File: src/rtl/irq_timing_pkg.sv
package irq_timing_pkg;
  localparam int DEF_LEN_W        = 4;  // wide enough for 8-cycle instructions
  localparam int DEF_ENTRY_CYCLES = 7;  // entry sequence length
  localparam int DEF_LAT_W        = 5;  // latency meter width
  localparam int BRANCH_POLL_CYC  = 2;  // branches poll in this cycle
  localparam int BRANCH_BASE_LEN  = 2;  // not-taken branch length
  localparam int MIN_INS_LEN      = 2;  // shortest instruction
endpackage

File: src/rtl/irq_line_sampler.sv
module irq_line_sampler (
  input  logic clk,
  input  logic rst_n,
  input  logic irq_n,
  output logic pend,
  output logic irq_fall
);
  logic line_q;
  logic pend_d;
  logic line_d;

  always_comb begin
    pend_d   = ~irq_n;
    line_d   = irq_n;
    irq_fall = line_q & ~irq_n;
  end

  always_ff @(posedge clk or negedge rst_n) begin
    if (!rst_n) begin
      pend   <= 1'b0;
      line_q <= 1'b1;
    end else begin
      pend   <= pend_d;
      line_q <= line_d;
    end
  end
endmodule

File: src/rtl/ins_cycle_tracker.sv
module ins_cycle_tracker
  import irq_timing_pkg::*;
#(
  parameter int LEN_W = DEF_LEN_W
) (
  input  logic             clk,
  input  logic             rst_n,
  input  logic             accept,
  input  logic [LEN_W-1:0] len_in,
  input  logic             branch_in,
  input  logic             taken_in,
  output logic             busy,
  output logic             poll_now,
  output logic             last_now
);
  logic [LEN_W-1:0] pos_q, pos_d;
  logic [LEN_W-1:0] len_q, len_d;
  logic [LEN_W-1:0] pol_q, pol_d;
  logic             busy_d;
  logic [LEN_W-1:0] eff_len, eff_poll;
  logic [LEN_W-1:0] cur_pos, cur_len, cur_pol;
  logic             active;

  always_comb begin
    if (branch_in) begin
      eff_len  = taken_in ? LEN_W'(BRANCH_BASE_LEN + 1) : LEN_W'(BRANCH_BASE_LEN);
      eff_poll = LEN_W'(BRANCH_POLL_CYC);
    end else begin
      eff_len  = (len_in < LEN_W'(MIN_INS_LEN)) ? LEN_W'(MIN_INS_LEN) : len_in;
      eff_poll = eff_len;
    end
    active   = accept | busy;
    cur_pos  = accept ? LEN_W'(1) : pos_q;
    cur_len  = accept ? eff_len   : len_q;
    cur_pol  = accept ? eff_poll  : pol_q;
    poll_now = active & (cur_pos == cur_pol);
    last_now = active & (cur_pos == cur_len);
    busy_d   = active & ~last_now;
    pos_d    = active ? cur_pos + LEN_W'(1) : pos_q;
    len_d    = accept ? eff_len  : len_q;
    pol_d    = accept ? eff_poll : pol_q;
  end

  always_ff @(posedge clk or negedge rst_n) begin
    if (!rst_n) begin
      busy  <= 1'b0;
      pos_q <= '0;
      len_q <= '0;
      pol_q <= '0;
    end else begin
      busy  <= busy_d;
      pos_q <= pos_d;
      len_q <= len_d;
      pol_q <= pol_d;
    end
  end
endmodule

File: src/rtl/entry_sequencer.sv
module entry_sequencer #(
  parameter int ENTRY_CYCLES = 7,
  parameter int STEP_W       = $clog2(ENTRY_CYCLES + 1)
) (
  input  logic              clk,
  input  logic              rst_n,
  input  logic              start,
  output logic              active,
  output logic [STEP_W-1:0] step,
  output logic              first,
  output logic              done
);
  logic [STEP_W-1:0] step_d;

  always_comb begin
    active = (step != '0);
    first  = (step == STEP_W'(1));
    done   = (step == STEP_W'(ENTRY_CYCLES));
    if (start)
      step_d = STEP_W'(1);
    else if (active)
      step_d = done ? '0 : step + STEP_W'(1);
    else
      step_d = '0;
  end

  always_ff @(posedge clk or negedge rst_n) begin
    if (!rst_n) step <= '0;
    else        step <= step_d;
  end
endmodule

File: src/rtl/latency_meter.sv
module latency_meter #(
  parameter int LAT_W = 5
) (
  input  logic             clk,
  input  logic             rst_n,
  input  logic             start_evt,
  input  logic             stop_evt,
  output logic [LAT_W-1:0] count,
  output logic             valid
);
  logic             run_q, run_d;
  logic [LAT_W-1:0] count_d;
  logic             valid_d;

  always_comb begin
    run_d   = run_q;
    count_d = count;
    valid_d = valid;
    if (start_evt) begin
      run_d   = 1'b1;
      count_d = LAT_W'(1);
      valid_d = 1'b0;
    end else if (run_q && stop_evt) begin
      run_d   = 1'b0;
      valid_d = 1'b1;
    end else if (run_q && (count != '1)) begin
      count_d = count + LAT_W'(1);
    end
  end

  always_ff @(posedge clk or negedge rst_n) begin
    if (!rst_n) begin
      run_q <= 1'b0;
      count <= '0;
      valid <= 1'b0;
    end else begin
      run_q <= run_d;
      count <= count_d;
      valid <= valid_d;
    end
  end
endmodule

File: src/rtl/irq_recog_unit.sv
module irq_recog_unit
  import irq_timing_pkg::*;
#(
  parameter int LEN_W        = DEF_LEN_W,
  parameter int ENTRY_CYCLES = DEF_ENTRY_CYCLES,
  parameter int LAT_W        = DEF_LAT_W,
  parameter int STEP_W       = $clog2(ENTRY_CYCLES + 1)
) (
  input  logic              clk,
  input  logic              rst_n,
  input  logic              ins_valid,
  input  logic [LEN_W-1:0]  ins_len,
  input  logic              ins_branch,
  input  logic              ins_taken,
  input  logic              irq_n,
  input  logic              imask_set,
  input  logic              imask_clr,
  output logic              ins_ready,
  output logic              take_irq,
  output logic              entry_active,
  output logic [STEP_W-1:0] entry_step,
  output logic              imask,
  output logic [LAT_W-1:0]  lat_cycles,
  output logic              lat_valid
);
  logic pend, irq_fall;
  logic busy, poll_now, last_now;
  logic accept, poll_grant;
  logic grant_q, grant_d;
  logic imask_d;
  logic entry_first, entry_done;

  irq_line_sampler u_sampler (
    .clk      (clk),
    .rst_n    (rst_n),
    .irq_n    (irq_n),
    .pend     (pend),
    .irq_fall (irq_fall)
  );

  ins_cycle_tracker #(.LEN_W(LEN_W)) u_tracker (
    .clk       (clk),
    .rst_n     (rst_n),
    .accept    (accept),
    .len_in    (ins_len),
    .branch_in (ins_branch),
    .taken_in  (ins_taken),
    .busy      (busy),
    .poll_now  (poll_now),
    .last_now  (last_now)
  );

  entry_sequencer #(.ENTRY_CYCLES(ENTRY_CYCLES), .STEP_W(STEP_W)) u_entry (
    .clk    (clk),
    .rst_n  (rst_n),
    .start  (take_irq),
    .active (entry_active),
    .step   (entry_step),
    .first  (entry_first),
    .done   (entry_done)
  );

  latency_meter #(.LAT_W(LAT_W)) u_lat (
    .clk       (clk),
    .rst_n     (rst_n),
    .start_evt (irq_fall),
    .stop_evt  (entry_first),
    .count     (lat_cycles),
    .valid     (lat_valid)
  );

  always_comb begin
    ins_ready  = ~busy & ~entry_active;
    accept     = ins_ready & ins_valid;
    poll_grant = poll_now & pend & ~imask;
    take_irq   = last_now & (grant_q | poll_grant);
    grant_d    = last_now ? 1'b0 : (grant_q | poll_grant);
    if (entry_done || imask_set)
      imask_d = 1'b1;
    else if (imask_clr)
      imask_d = 1'b0;
    else
      imask_d = imask;
  end

  always_ff @(posedge clk or negedge rst_n) begin
    if (!rst_n) begin
      grant_q <= 1'b0;
      imask   <= 1'b1;
    end else begin
      grant_q <= grant_d;
      imask   <= imask_d;
    end
  end
endmodule

File: config.mk
export PLATFORM = sky130hd
export DESIGN_NAME = irq_recog_unit
export DESIGN_NICKNAME = d
export VERILOG_FILES = /design/src/rtl/irq_timing_pkg.sv /design/src/rtl/irq_line_sampler.sv /design/src/rtl/ins_cycle_tracker.sv /design/src/rtl/entry_sequencer.sv /design/src/rtl/latency_meter.sv /design/src/rtl/irq_recog_unit.sv
export SDC_FILE = /design/constraint.sdc
export NUM_CORES = 1
export LEC_CHECK = 0
export BUFFER_PORTS_ARGS = -buffer_cell sky130_fd_sc_hd__buf_2
export CORE_ASPECT_RATIO = 1.1
export CORE_UTILIZATION = 25
export CTS_BUF_LIST = sky130_fd_sc_hd__clkbuf_8
export DETAILED_ROUTE_END_ITERATION = 6
export SETUP_SLACK_MARGIN = 0.05
export SLEW_MARGIN = 30
export SYNTH_ARGS = -nofsm -noshare
export SYNTH_HDL_FRONTEND = slang
export SYNTH_HIERARCHICAL = 1
export SYNTH_SLANG_ARGS = --single-unit
File: constraint.sdc
create_clock -name clk -period 2.1 [get_ports clk]
set_input_delay 0.105 -clock clk [delete_from_list [all_inputs] [get_ports clk]]
set_output_delay 0.105 -clock clk [all_outputs]
set_load 0.01 [all_outputs]
### After elaboration in Yosys (flattened, before gate mapping)

Index checks and enable logic that the tools add are counted.
Widths: inputs -> output; s select.

* bits in registers: 27
* latch bits: 0
* memory bits (writable): 0
* bits in read-only memories: 0
* input bits: 12
* output and inout port bits: 13
* word-level logic and storage cells: 66
* memories: 0

* add/sub/neg operators: 3
* multipliers: 0
* div/mod/pow operators: 0
* $lt $le $gt $ge: 1
* equal/unequal tests: 6
* shift operators: 0
* multiplexer cells: 20
* bitwise logic cells: 16
* reduce and logical (&&, ||, !) cells: 8

Operators with widths (number)
* $mux 4: 6
* $mux 5: 3
* $and 1x1->1: 9
* $mux 3: 3
* $eq 4x4->1: 2
* $mux 1: 8
* $reduce_bool 2->1: 3
* $add 5x1->5 const B: 1
* $ne 5x5->1 const B: 1
* $not 1->1: 5
* $add 4x1->4 const B: 1
* $lt 4x2->1 const B: 1
* $add 3x1->3 const B: 1
* $eq 3x1->1 const B: 1
* $eq 3x3->1 const B: 1
* $reduce_bool 3->1: 1
* $logic_and 1x1->1: 2
* $ne 2x2->1 const B: 1
* $or 1x1->1: 2
* $reduce_and 2->1: 1
* $logic_or 1x1->1: 1

### Depth between registers and ports, before layout

Gate-level depths: netlist of run 1.

* depth in word-level cells: 12
* gate-level depth with buffers: 13
* gate-level depth less buffers: 12

### Cells and area by module

The synthesis of run 1 kept the hierarchy.

By module, submodules not included
* ins_cycle_tracker: instances 1, cells an instance 74, area an instance 737.0 µm², seq. area each 325.3 µm²
* latency_meter: instances 1, cells an instance 28, area an instance 341.6 µm², seq. area each 175.2 µm²
* entry_sequencer: instances 1, cells an instance 15, area an instance 181.4 µm², seq. area each 75.1 µm²
* irq_recog_unit: instances 1, cells an instance 11, area an instance 110.1 µm², seq. area each 51.3 µm²
* irq_line_sampler: instances 1, cells an instance 4, area an instance 61.3 µm², seq. area each 51.3 µm²

### Worst setup path before layout of run 1

Ideal clock, no wire load.

* kind: register to register
* start point: register u_entry.step[0]
* end point: register u_entry.step[2]
* library setup time: 0.120 ns
* arrival time: 2.582 ns
* data required time: 1.980 ns
* path slack: -0.602 ns
* cell stages (with the launch flop): 14
* buffers on the path: 1
* clock period less this slack: 2.702 ns
* path through: dfrtp_1 > inv_1 > ha_1 > nand2b_4 > nor2_1 > and2_1 > buf_6 > and2b_1 > o311ai_2 > and3_1 > nor3_2 > nand3b_4 > a21boi_1 > and3b_1

* cells in the longest elaborated chain, start to end: 12
* elaborated cells on any way between the ends: 21
* those cells by class: add/sub (1); eq/ne (3); mux (6); bitwise (10); reduce/logical (1)

Ends and longest elaborated chain
* start: declaration: RTL line entry_sequencer.sv:9 `output logic [STEP_W-1:0] step,`
* start signal: assignment: RTL line entry_sequencer.sv:29 `else step <= step_d;`
* $reduce_bool 3->1 *: RTL line entry_sequencer.sv:16 `active = (step != '0);`
* net entry_active: RTL line irq_recog_unit.sv:20 `output logic entry_active,`
* $not 1->1 *: RTL line irq_recog_unit.sv:73 `ins_ready = ~busy & ~entry_active;`
* $and 1x1->1 *: RTL line irq_recog_unit.sv:73
* net ins_ready: RTL line irq_recog_unit.sv:18 `output logic ins_ready,`
* $and 1x1->1 *: RTL line irq_recog_unit.sv:74 `accept = ins_ready & ins_valid;`
* net accept: RTL line irq_recog_unit.sv:28 `logic accept, poll_grant;`
* $mux 4, on equally long branches: RTL line ins_cycle_tracker.sv:33, ins_cycle_tracker.sv:35
* $eq 4x4->1: RTL line ins_cycle_tracker.sv:36 `poll_now = active & (cur_pos == cur_pol);`
* $and 1x1->1 *: RTL line ins_cycle_tracker.sv:36
* net poll_now: RTL line irq_recog_unit.sv:27 `logic busy, poll_now, last_now;`
* $and 1x1->1 * (2 in a row): RTL line irq_recog_unit.sv:75 `poll_grant = poll_now & pend & ~imask;`
* $or 1x1->1 *: RTL line irq_recog_unit.sv:76 `take_irq = last_now & (grant_q | poll_grant);`
* $and 1x1->1 *: RTL line irq_recog_unit.sv:76
* net take_irq: RTL line irq_recog_unit.sv:19 `output logic take_irq,`
* $mux 3 *: RTL line entry_sequencer.sv:19 `if (start)`
* net u_entry.step_d[2]: RTL line entry_sequencer.sv:13 `logic [STEP_W-1:0] step_d;`

The timed path passes the listed nets; every way through them passes the cells marked *.
A chain may end at the register's enable or synchronous reset.

### Worst setup path after layout of run 1

* start point: register u_entry.step[0]
* end point: output port take_irq

* cells in the longest elaborated chain, start to end: 11
* elaborated cells on any way between the ends: 16
* those cells by class: eq/ne (2); mux (3); bitwise (10); reduce/logical (1)

Ends and longest elaborated chain (RTL line)
* $reduce_bool 3->1 *: entry_sequencer.sv:16
* $not 1->1 *: irq_recog_unit.sv:73
* $and 1x1->1 *: irq_recog_unit.sv:73
* $and 1x1->1 *: irq_recog_unit.sv:74
* net accept: irq_recog_unit.sv:28
* $mux 4, on equally long branches: ins_cycle_tracker.sv:33, ins_cycle_tracker.sv:35
* $eq 4x4->1: ins_cycle_tracker.sv:36
* $and 1x1->1 *: ins_cycle_tracker.sv:36
* net poll_now: irq_recog_unit.sv:27
* $and 1x1->1 * (2 in a row): irq_recog_unit.sv:75
* $or 1x1->1 *: irq_recog_unit.sv:76
* $and 1x1->1 *: irq_recog_unit.sv:76
* end: declaration: irq_recog_unit.sv:19

Marks and branches as above.

==> results of run 1 <==
-- through the flow --
stage	total power (W)	cells	util, %	setup WS [ps]	setup TNS (ps)
CTS	0.00254	265	37.3	-425	-1840
finish	0.00253	266	37.5	-396	-1760
global route	0.00276	266	37.5	-562	-2780
detailed placement	0.00213	245	32.9	-183	-645
global placement	0.00210	245	32.9	-124	-415
floorplan	0.00169	132	-	-330	-923
-- area by class of cell --
cell class | instances | share of cell area, %
Clock buffer | 3 | 2.01
Tap cell | 75 | 4.57
Sequential cell | 27 | 33.0
Inverter | 15 | 2.87
Clock inverter | 1 | 0.244
Multi-Input combinational cell | 87 | 36.6
Timing Repair Buffer | 58 | 20.7
-- routing by layer --
| metal | GRT usage, % | up-vias | share of wire (%) |
|---|---|---|---|
| li1 | - | 569 | - |
| met1 | 15.4 | 558 | 45 |
| met2 | 21.3 | 31 | 51 |
| met3 | 2.48 | 6 | 3.4 |
| met4 | 4.23 | 0 | 1.4 |
| met5 | 0 | - | 0 |
-- tightest hold or removal path, cell delays in order --
cell     delay (ps)
buf_2            70
nor2_1           30
o21ai_0          70
-- power breakdown --
part / internal [W] / switching [W] / leakage (nW)
clock network: 0.000133 / 0.000167 / 0.0255
logic: 0.000706 / 0.000619 / 0.638
registers: 0.000723 / 0.000185 / 0.330
total: 0.00156 / 0.000971 / 0.993
-- worst paths after layout --
kind	start	end	slack [ps]	cells after the start
min	imask_set	imask$_DFFE_PN1P_	40	3
min reg2reg	imask$_DFFE_PN1P_	imask$_DFFE_PN1P_	510	2
min in group asynchronous	rst_n	u_lat/count[3]$_DFFE_PN0P_	390	2
max	u_entry/step[0]$_DFF_PN0_	take_irq	-400	12
max in group asynchronous	rst_n	u_tracker/len_q[2]$_DFF_PN0_	1310	2
max reg2reg	u_entry/step[0]$_DFF_PN0_	u_entry/step[2]$_DFF_PN0_	-340	14
-- cells in the mapped netlist (all sizes together), types with 2 or more instances --
library cell and count:
a21o 2, a21oi 4, a31oi 2, and2b 2, and3 2, buf 2
clkbuf 2, dfrtp 25, dfstp 2, ha 7, inv 15, mux2 2
mux2i 2, nand2 2, nand2b 3, nand3 3, nand3b 2, nand4 2
nor2 17, nor2b 3, nor4 2, o21ai 7, xnor2 3, xor2 5
-- sequential cells by signal, indices dropped and copies added, names as in the netlist --
name and cells:
u_lat/count 5, u_tracker/len_q 4, u_tracker/pol_q 4, u_tracker/pos_q 4, u_entry/step 3, grant_q 1, imask 1, u_lat/run_q 1
u_lat/valid 1, u_sampler/line_q 1, u_sampler/pend 1, u_tracker/busy 1
-- logic make-up (layout without fill, tap and decap cells) --
kind of cell	count (synthesis)	after routing
compound gates	22	22
simple gates	45	46
mux	4	4
buf+inv	19	77
xor+xnor	8	8
fa+ha+maj	7	7
flops	27	27
-- what timing repair did --
item / CTS / global route
setup buffers: 12 / 3
pin swaps: 0 / 1
gates resized for setup: 19 / 4
hold buffers: 3 / 0
gates cloned: 1 / 0
setup endpoints to repair: 7 / 9
hold endpoints to repair: 28 / 0
==> metrics.txt, run 1 <==
share of cells above drive strength 1=46.1%; Max Slew Vio Count=0; Clock Skews=2.51 ps; RD Place Congestion=0.778; fin worst setup slack=-396 ps; largest family of logic cells by synthesized area=simple AND/OR/NAND/NOR gates; Leakage=0.993 nW; wire per inst=12.2 um; min Tclk post-route=2500 ps; Clock Path Buffers=2; most frequent cells in the layout=dfrtp_1 (25), buf_2 (24), buf_4 (20), nor2_1 (16), inv_1 (12); Die Y=81.4 um; H-tree depth=1; WP data arrival=2390 ps; worst-path fanout max=5; Peak VDD IR=0.384 mV; Die W=74.1 um; area post-placement=0.00180 mm^2; top cells by area, synth=dfrtp_1 (44%), ha_1 (6.1%), nor2_1 (4.5%); n_diodes=0; drt drc=0; Hold WS=42.5 ps; Post-Synthesis Cells=132; Final Net Count=211; Post-Synth XOR/XNOR Area=4.90%; Clk Latency, worst-skew pair=270 ps; Post-synth EDFFs=0; total gr overflow=0; RSZ-0062 raised after global routing=yes; # fillers=560; CP delay by family, top=simple AND/OR/NAND/NOR gates; Critical-path top delay cell=dfrtp_1; global-route wire length before repair=5.69 mm; post-synthesis adder-cell area fraction=6.12%; synthesized cell area=0.00143 mm^2; vias in the first global route=1256; Synth cell types=46; initial core utilization=26.2%; FFs w/ async S/R, synth=100%; Final Instance Area=0.00205 mm^2; WP buf/inv=2; Worst Path Required=2000 ps; antenna-violating nets left=0; I/O pin count=25; largest net degree at the start of global routing=28; post-synth top area share=43.7%; # rows=28; top cell type by total area after synthesis=dfrtp_1; clock sink count=27; Multi-input gate area=751 um^2; actual slew at the worst max-slew pin=618 ps; Synth Warn #=6; HP Class=input pin to flip-flop; initial DRC count=46; Synth Register Bits=27; status=complete, but fails checks; Synth Flop Type=dfrtp_1; Register Area=678 um^2; Final period util=119%; CP Class=flip-flop to output port; FMAX=0.401 GHz; post-synthesis compound-gate area fraction=12.2%; Avg Inst Size Synth=10.8 um^2; max_cap viols=0; Area growth syn-to-layout=43.4%; HPWL after DPL=2.31 mm; nature of the critical path endpoint=output port; clock transition at the registers of the reported paths=100 ps; register area share after synthesis=47.4%; aggregate global-route resource usage=12.4%; Slew headroom=58.8%; CTS Root Cell=clkbuf_8; Vias/cell=4.38; Mapped Nets=151; DRT Wirelength=3.26 mm; core area=0.00547 mm^2; commonest non-fill, non-tap cell in the layout=dfrtp_1; port bufs=24; die area=0.00603 mm^2; Via Count=1164; initial antenna violation count=0; delay of the slowest critical-path stage=390 ps; startpoint types=flip-flop; CTS Buf Count=3; simple logic cell fraction of the synthesized area=20.7%; mux cell area share after synthesis=2.97%; CTS tree=built; violated checks=setup timing; pwr dens=1230 mW/mm^2; sequence of cells on the critical path=inv_1 -> ha_2 -> nand2b_4 -> nor2_4 -> and2_4 -> nand3b_1 -> nor4b_2 -> o32ai_2 -> nor3_2 -> nand3b_4 -> a21boi_4 -> buf_2; final setup fails=7; Fin. Hold Viols=0; total iterations of the first detailed-routing run=4
Note: power is estimated with default switching activity, not from simulation.
==> inputs of run 2 (changes only) <==
==> constraint.sdc (replaced) <==
create_clock -name clk -period 2.1 [get_ports clk]
set_input_delay 0.315 -clock clk [delete_from_list [all_inputs] [get_ports clk]]
set_output_delay 0.315 -clock clk [all_outputs]
set_load 0.01 [all_outputs]
==> metrics.txt, run 2 (synthesized netlist as in run 1, its figures left out) <==
Fin. Hold Viols=0; aggregate global-route resource usage=10.9%; Via Count=1044; # rows=28; DRT Wirelength=2.87 mm; uppermost layer routed=met4; Slew headroom=59.4%; global-route wire length before repair=4.89 mm; initial core utilization=26.2%; worst-path fanout max=8; share of cells above drive strength 1=40.8%; dpl ws=-349 ps; max_cap viols=0; clock transition at the registers of the reported paths=100 ps; FF-to-FF path depth=13; setup_tns=-1150 ps; vias in the first global route=1086; min Tclk post-route=2700 ps; H-tree depth=1; Die Y=81.4 um; most frequent cells in the layout=dfrtp_1 (25), buf_2 (24), buf_4 (18), nor2_1 (16), inv_1 (11); CTS Buf Count=3; wire per inst=11.5 um; Worst Path Required=1780 ps; Peak VDD IR=0.454 mV; total gr overflow=0; fin worst setup slack=-604 ps; CP Class=flip-flop to output port; n_diodes=0; Final Net Count=194; antenna-violating nets left=0; Placed Instances=244; Final period util=129%; Critical Path Sink=take_irq; Clk Latency, worst-skew pair=280 ps; CTS Root Cell=clkbuf_8; largest net degree at the start of global routing=28; RSZ-0062 raised after global routing=yes; HPWL after DPL=2.24 mm; Design Power=0.00247 W; Multi-input gate area=741 um^2; Max Slew Vio Count=0; met1 wire length=1.41 mm; Leakage=0.893 nW; flop2flop setup slack=-280 ps; total iterations of the first detailed-routing run=4; clock sink count=27; drt drc=0; initial antenna violation count=0; CTS tree=built; R2R Path Start=u_entry/step[1]$_DFF_PN0_; violated checks=setup timing; Vias/cell=4.19; Critical R2R Capture=u_entry/step[2]$_DFF_PN0_; commonest non-fill, non-tap cell in the layout=dfrtp_1; nature of the critical path endpoint=output port; pwr dens=1310 mW/mm^2; HP Class=input pin to asynchronous set/reset pin; Register Area=678 um^2; Die W=74.1 um; non-filler cells, final=249; Clock Path Buffers=2; routed wl met2=1.31 mm; Area growth syn-to-layout=31.0%; # fillers=566; startpoint types=flip-flop; initial DRC count=33; WP data arrival=2390 ps; port bufs=24; final setup fails=4; status=complete, but fails checks; I/O pin count=25; die area=0.00603 mm^2; met3 WL=130 um; FMAX=0.370 GHz; Clock Skews=5.64 ps; critical path launch point=u_entry/step[1]$_DFF_PN0_; actual slew at the worst max-slew pin=609 ps; core area=0.00547 mm^2; RD Place Congestion=0.826; Most flops, register=u_lat/count; max FFs per register=5
==> run 2: repair_timing <==
item | in CTS | in global routing
buffers inserted | 1 | 0
endpoints found under the hold margin | 0 | 0
hold buffers | 0 | 0
setup endpoints to repair | 5 | 6
resized for setup | 4 | 1
==> run 2: metrics by stage <==
stage | util (%) | hold WS [ps] | instance area, um^2
2_1_floorplan | - | 19.4 | 1470
3_3_place_gp | 32.7 | 365 | 1790
3_5_place_dp | 32.7 | 374 | 1790
4_1_cts | 34.1 | 56.5 | 1860
5_1_grt | 34.3 | 86.1 | 1880
6_report | 34.3 | 36.0 | 1880
==> run 2: worst max-delay path, cell delays in order (launching register included) <==
cell      delay (ps)
dfrtp_1          410
inv_2             80
ha_4             130
nand2b_4          60
nor2_4            80
and2_4           220
nand3b_1         130
nor4b_2          280
o32ai_1          130
nor3_2           200
nand3b_4         120
a21boi_4         140
buf_2            140
==> run 2: metal layers <==
metal,up-vias,track usage [%]
met4,0,3.46
met1,486,13.5
li1,530,-
met2,26,18.3
met5,-,0
met3,2,2.73
==> run 2: layout make-up <==
cell class	count	area share, %
clock inverter	1	0.400
tap	75	5.00
sequential	27	36.2
inverter	15	3.14
clock buffer	3	2.20
multi-input combinational	86	39.5
timing repair buffer	42	13.6
==> run 2: worst min-delay path by stage <==
stage / end / start / slack (ps)
global placement: u_lat/count[0]$_DFFE_PN0P_ / rst_n / 360
floorplan: grant_q$_DFF_PN0_ / rst_n / 20
CTS: u_lat/count[0]$_DFFE_PN0P_ / rst_n / 60
global route: u_lat/count[0]$_DFFE_PN0P_ / rst_n / 90
detailed placement: u_lat/count[0]$_DFFE_PN0P_ / rst_n / 370
finish: u_lat/count[0]$_DFFE_PN0P_ / rst_n / 40
==> run 2: power breakdown <==
part	leakage (nW)	switching [W]	internal [W]
sequential	0.330	0.000184	0.000723
combinational	0.542	0.000599	0.000655
clock	0.0217	0.000170	0.000135
total	0.893	0.000953	0.00151
